===== config.mk =====
export PLATFORM = sky130hd
export DESIGN_NAME = blit_addr_gen
export DESIGN_NICKNAME = d
export VERILOG_FILES = /design/src/rtl/blit_addr_gen.sv
export SDC_FILE = /design/constraint.sdc
export NUM_CORES = 2
export LEC_CHECK = 0
export BUFFER_PORTS_ARGS = -buffer_cell sky130_fd_sc_hd__buf_2
export CAP_MARGIN = 10
export CORE_MARGIN = 8
export CORE_UTILIZATION = 55
export DETAILED_ROUTE_END_ITERATION = 12
export PLACE_DENSITY = 0.72
export SYNTH_ARGS = -nofsm -noshare
export SYNTH_HDL_FRONTEND = slang
export SYNTH_SLANG_ARGS = --single-unit

===== constraint.sdc =====
create_clock -name clk -period 11.45 [get_ports clk]
set_input_delay 2.29 -clock clk [delete_from_list [all_inputs] [get_ports clk]]
set_output_delay 2.29 -clock clk [all_outputs]
set_load 0.02 [all_outputs]

===== src/rtl/blit_addr_gen.sv =====
module blit_addr_gen #(
  parameter int AW = 32,
  parameter int SW = 14,
  parameter int CW = 16
) (
  input  logic          clk,
  input  logic          rst_n,
  input  logic          reg_wr,
  input  logic [3:0]    reg_sel,
  input  logic [31:0]   reg_wdata,
  output logic [31:0]   reg_rdata,
  input  logic          blit_start,
  input  logic [CW-1:0] blit_w,
  input  logic [CW-1:0] blit_h,
  output logic          busy,
  output logic          addr_valid,
  input  logic          addr_ready,
  output logic [AW-1:0] src_addr,
  output logic [AW-1:0] dst_addr,
  output logic          done
);
  localparam logic [SW-1:0] SSTR_RST = {{(SW-3){1'b1}}, 3'b000};
  localparam logic [SW-1:0] SMASK    = {{(SW-3){1'b1}}, 3'b000};

  logic [SW-1:0] sstr, dstr;
  logic [AW-1:0] sbase, dbase, slin, dlin;
  logic          back;
  logic [1:0]    depth;

  logic [AW-1:0] s_cur, d_cur, s_row, d_row, s_step, d_step, p_step;
  logic          run_back;
  logic [CW-1:0] col, row, wlast, hlast;

  logic [1:0] sh;
  assign sh = depth[1] ? 2'd2 : {1'b0, depth[0]};

  logic          wr_ok;
  assign wr_ok = reg_wr && !busy;

  logic [CW-1:0] wx, wy;
  assign wx = reg_wdata[CW-1:0];
  assign wy = reg_wdata[2*CW-1:CW];

  logic [AW-1:0] amask, s_xy, d_xy;
  assign amask = ~((AW'(1) << sh) - AW'(1));
  assign s_xy  = AW'(wy) * AW'(sstr) + (AW'(wx) << sh) + sbase;
  assign d_xy  = AW'(wy) * AW'(dstr) + (AW'(wx) << sh) + dbase;

  logic          go, zero_dim, last_col, last_row, fire;
  logic [AW-1:0] s_first, d_first, x_off, s_nrow, d_nrow;
  assign zero_dim = (blit_w == '0) || (blit_h == '0);
  assign go       = blit_start && !busy;
  assign x_off    = AW'(blit_w - CW'(1)) << sh;
  assign s_first  = back ? slin + AW'(blit_h - CW'(1)) * AW'(sstr) + x_off : slin;
  assign d_first  = back ? dlin + AW'(blit_h - CW'(1)) * AW'(dstr) + x_off : dlin;
  assign fire     = busy && addr_ready;
  assign last_col = (col == wlast);
  assign last_row = (row == hlast);
  assign s_nrow   = run_back ? s_row - s_step : s_row + s_step;
  assign d_nrow   = run_back ? d_row - d_step : d_row + d_step;

  always_ff @(posedge clk or negedge rst_n) begin
    if (!rst_n) begin
      sstr  <= SSTR_RST;
      dstr  <= '0;
      sbase <= '0;
      dbase <= '0;
      slin  <= '0;
      dlin  <= '0;
      back  <= 1'b0;
      depth <= 2'd0;
    end else if (wr_ok) begin
      case (reg_sel)
        4'd0: sstr  <= reg_wdata[SW-1:0] & SMASK;
        4'd1: dstr  <= reg_wdata[SW-1:0] & SMASK;
        4'd2: sbase <= reg_wdata[AW-1:0];
        4'd3: dbase <= reg_wdata[AW-1:0];
        4'd4: slin  <= reg_wdata[AW-1:0] & amask;
        4'd5: dlin  <= reg_wdata[AW-1:0] & amask;
        4'd6: slin  <= s_xy;
        4'd7: dlin  <= d_xy;
        4'd8: begin
          back  <= reg_wdata[0];
          depth <= reg_wdata[2:1];
        end
        default: ;
      endcase
    end
  end

  always_ff @(posedge clk or negedge rst_n) begin
    if (!rst_n) begin
      busy     <= 1'b0;
      done     <= 1'b0;
      run_back <= 1'b0;
      s_cur    <= '0;
      d_cur    <= '0;
      s_row    <= '0;
      d_row    <= '0;
      s_step   <= '0;
      d_step   <= '0;
      p_step   <= '0;
      col      <= '0;
      row      <= '0;
      wlast    <= '0;
      hlast    <= '0;
    end else begin
      done <= 1'b0;
      if (go) begin
        if (zero_dim) begin
          done <= 1'b1;
        end else begin
          busy     <= 1'b1;
          run_back <= back;
          s_step   <= AW'(sstr);
          d_step   <= AW'(dstr);
          p_step   <= AW'(1) << sh;
          col      <= '0;
          row      <= '0;
          wlast    <= blit_w - CW'(1);
          hlast    <= blit_h - CW'(1);
          s_cur    <= s_first;
          s_row    <= s_first;
          d_cur    <= d_first;
          d_row    <= d_first;
        end
      end else if (fire) begin
        if (last_col) begin
          if (last_row) begin
            busy <= 1'b0;
            done <= 1'b1;
          end else begin
            row   <= row + CW'(1);
            col   <= '0;
            s_row <= s_nrow;
            s_cur <= s_nrow;
            d_row <= d_nrow;
            d_cur <= d_nrow;
          end
        end else begin
          col   <= col + CW'(1);
          s_cur <= run_back ? s_cur - p_step : s_cur + p_step;
          d_cur <= run_back ? d_cur - p_step : d_cur + p_step;
        end
      end
    end
  end

  assign addr_valid = busy;
  assign src_addr   = s_cur;
  assign dst_addr   = d_cur;

  always_comb begin
    reg_rdata = '0;
    case (reg_sel)
      4'd0: reg_rdata = 32'(sstr);
      4'd1: reg_rdata = 32'(dstr);
      4'd2: reg_rdata = 32'(sbase);
      4'd3: reg_rdata = 32'(dbase);
      4'd4: reg_rdata = 32'(slin);
      4'd5: reg_rdata = 32'(dlin);
      4'd8: reg_rdata = {29'd0, depth, back};
      default: reg_rdata = '0;
    endcase
  end


  hold_pair_chk: assert property (@(posedge clk) disable iff (!rst_n)
    addr_valid && !addr_ready |=> addr_valid && $stable(src_addr) && $stable(dst_addr));


  stride_keep_chk: assert property (@(posedge clk) disable iff (!rst_n)
    busy |=> $stable(sstr) && $stable(dstr) && $stable(slin) && $stable(dlin));


  done_on_end_chk: assert property (@(posedge clk) disable iff (!rst_n)
    $fell(busy) |-> done);


  done_idle_chk: assert property (@(posedge clk) disable iff (!rst_n)
    done |-> !addr_valid && !busy);
endmodule


==> results.ini <==
[grt]
grt_max_degree = 158
gr-usage-all-layers_pct = 30.9
grt_pass1_wl_mm = 284
grt_pass1_vias = 50142
antenna_found_initial = 9
overflow = 0

[cells_and_area]
nNetsFinal = 8105
drive_above_1_share_pct = 9.13
final_cell_mix = nand2_1 (941), inv_1 (811), fa_1 (696)
layout_commonest_cell = nand2_1
fin_area_um2 = 62300
areaGrowthSynthToFinish_pct = 8.04
stdcell_count = 8250

[synthesis]
synth.area.mux_share_pct = 3.22
synth_largest_area_cell = fa_1
synth_warnings = 0
ys_ff_latch = 374
syn-cell-area_um2 = 57600
synthXorXnorAreaFrac_pct = 6.07
synth-simple-area-share_pct = 16.6
synth-edff-count = 0
synth_area_per_cell_um2 = 8.51
synth_compound_gate_area_share_pct = 15.1
synth_cells = 6771
synth_cell_types = 99
ys_seq_area_share_pct = 16.3
yosysTopAreaCellShare_pct = 24.2
ys_top_cells_by_area = fa_1 (24%), dfrtp_1 (16%), ha_1 (11%)
synthFlopType = dfrtp_1
synth_top_family_by_area = adder cells
synth_fa_ha_area_share_pct = 35.1
async_flop_share_pct = 100

[clock_tree]
cts_buffer_depth = 3
cts.sinks = 374
clk_pin_slew_ns = 0.06
htree_num_levels = 2
cts_tree = done
clk_latency_ns = 0.63
cts_root_buf = clkbuf_16
cts_made_buffers = 44

[critical_path]
path_class = primary input to flip-flop
cp_common_cell = fa_1
cp_slowest_cell = fa_1
cp_data_required_time_ns = 11.91
critPathTopFamily = adder cells
crit_buf_inv = 8
critPathMaxStageDelay_ns = 0.55
endpoint_kind = flip-flop
critPathArrivalTime_ns = 11.58
crit_fanout = 4
timing.critical_path.from_type = primary input

[placement]
place_area_um2 = 60600
dp_hpwl_mm = 143
place_inst = 8162
gp_congestion = 0.994
io_buffers = 171

[routing]
viasPerCell = 5.98
drtPass1Iterations = 6
drtAntennaViolNets = 0
dr.first_iter.drc_count = 3859
via_count = 49369
drc = 0
wl_mm = 181
wire_per_inst_um = 22.0

[floorplan]
ios = 172
die_y_um = 340
std_cell_rows = 118
coreArea_um2 = 104000
start_util_pct = 55.5
die_w_um = 340
dieArea_um2 = 115000

[timing]
clock.fmax_ghz = 0.0899
tns_ns = 0
tightestPinTransition_ns = 1.15
worst_hold_slack_ns = 0.483
min_period_ns = 11.12
fin_skew_ns = 0.0497
maxSlewViolCount = 0
fin_crit_sh_pct = 97.2
setup_viol = 0
max_slew_margin_pct = 22.8
finalHoldViolCount = 0

[status]
outcome = completed

[power]
ir_drop_mv = 0.230
total_power_mw = 17.1
p_leak_nw = 30.6
power.density_nw_per_um2 = 275

[worst_hold_path]
hold_class = flip-flop to flip-flop

[run]
drv_cap = 0

## power breakdown
part	internal (mW)	switching, mW
registers	1.71	0.543
clock network	0.889	0.632
logic	5.53	7.81
total	8.13	8.98
## cell usage after synthesis (11+ instances only)
cell type and n:
or3_1 29, xor2_1 130, a31o_2 14, ha_1 504
nand3b_1 11, fa_1 696, a22o_1 18, a31oi_1 54
o21ai_1 130, mux2_2 101, o21bai_1 38, and2_1 282
nand3_1 86, o31a_1 11, o31ai_1 23, o21a_1 52
nor3_1 83, o211ai_1 23, a22oi_1 27, a222oi_1 18
a21o_1 134, clkbuf_2 11, a221oi_1 16, nor2b_1 64
o21ai_0 204, mux2i_1 69, and3_1 32, nor4_1 23
buf_1 21, dfrtp_1 363, a21oi_1 427, clkbuf_1 312
nor2_1 402, nand4_1 30, nand2b_1 56, nand2_1 942
dfstp_2 11, inv_1 811, a211oi_1 73, xnor2_1 261
## logic make-up (layout without fill, tap and decap cells)
| group | after synthesis | in the layout |
|---|---|---|
| AND/OR/NAND/NOR | 2087 | 2087 |
| AO/OA/AOI/OAI | 1380 | 1380 |
| adder cells (fa/ha/maj) | 1200 | 1200 |
| buffers and inverters | 1163 | 1256 |
| XOR/XNOR | 394 | 394 |
| flip-flops | 374 | 374 |
| multiplexers | 172 | 172 |
| other | 1 | 7 |
## path summary, 6_finish.rpt
| check | startpoint | end | depth (start not counted) | slack, ns |
|---|---|---|---|---|
| setup / recovery | blit_h[0] | dst_addr[31] | 40 | 0.33 |
| hold / removal | s_row[2] | s_row[2] | 2 | 0.48 |
| setup reg to reg | dstr[8] | dst_addr[31] | 32 | 1.97 |
| hold reg to reg | s_row[2] | s_row[2] | 2 | 0.48 |
| max in group asynchronous | rst_n | d_row[27] | 3 | 7.47 |
| min in group asynchronous | rst_n | src_addr[6] | 1 | 1.70 |
## tightest hold or removal path, cell delays in order (launching register included)
cell and delay, ns:
dfrtp_1 0.34, nand2_1 0.05, o21ai_0 0.06
## flip-flops by register name (all words and copies together), names as in the netlist, 32 cells and up
name	cells
dlin	32
d_row	32
slin	32
dbase	32
sbase	32
dst_addr	32
s_row	32
src_addr	32
## stage by stage
| step | setup slack, ns | utilization (%) |
|---|---|---|
| after floorplan | 0.0216 | - |
| after global placement | 0.0245 | 58.4 |
| after detailed placement | -0.166 | 58.4 |
| after CTS | 0.430 | 59.9 |
| after global routing | -0.0395 | 60.0 |
| final | 0.326 | 60.0 |
## timing repair
action	in CTS	in global routing
setup endpoints to repair	0	3
hold buffers	0	0
resized for setup	0	5
buffers inserted	0	4
## metal layers
| layer | vias up | GRT usage (%) | wire [um] | share of wire [%] |
|---|---|---|---|---|
| li1 | 22482 | - | - | - |
| met1 | 24431 | 40.9 | 73700 | 41 |
| met2 | 2004 | 50.6 | 84200 | 46 |
| met3 | 448 | 4.34 | 14600 | 8.1 |
| met4 | 4 | 13.1 | 8670 | 4.8 |
| met5 | - | 0 | 27 | 0.015 |
## layout make-up
class / instances / area [um2]
multi-input combinational: 5235 / 44200
clock inverter: 19 / 278
timing repair buffer: 364 / 2400
inverter: 813 / 3050
sequential: 374 / 9380
tap: 1380 / 1730
clock buffer: 60 / 1260
antenna: 5 / 12.5
fill: 9176 / 41500
(Power assumes the default switching activity.)
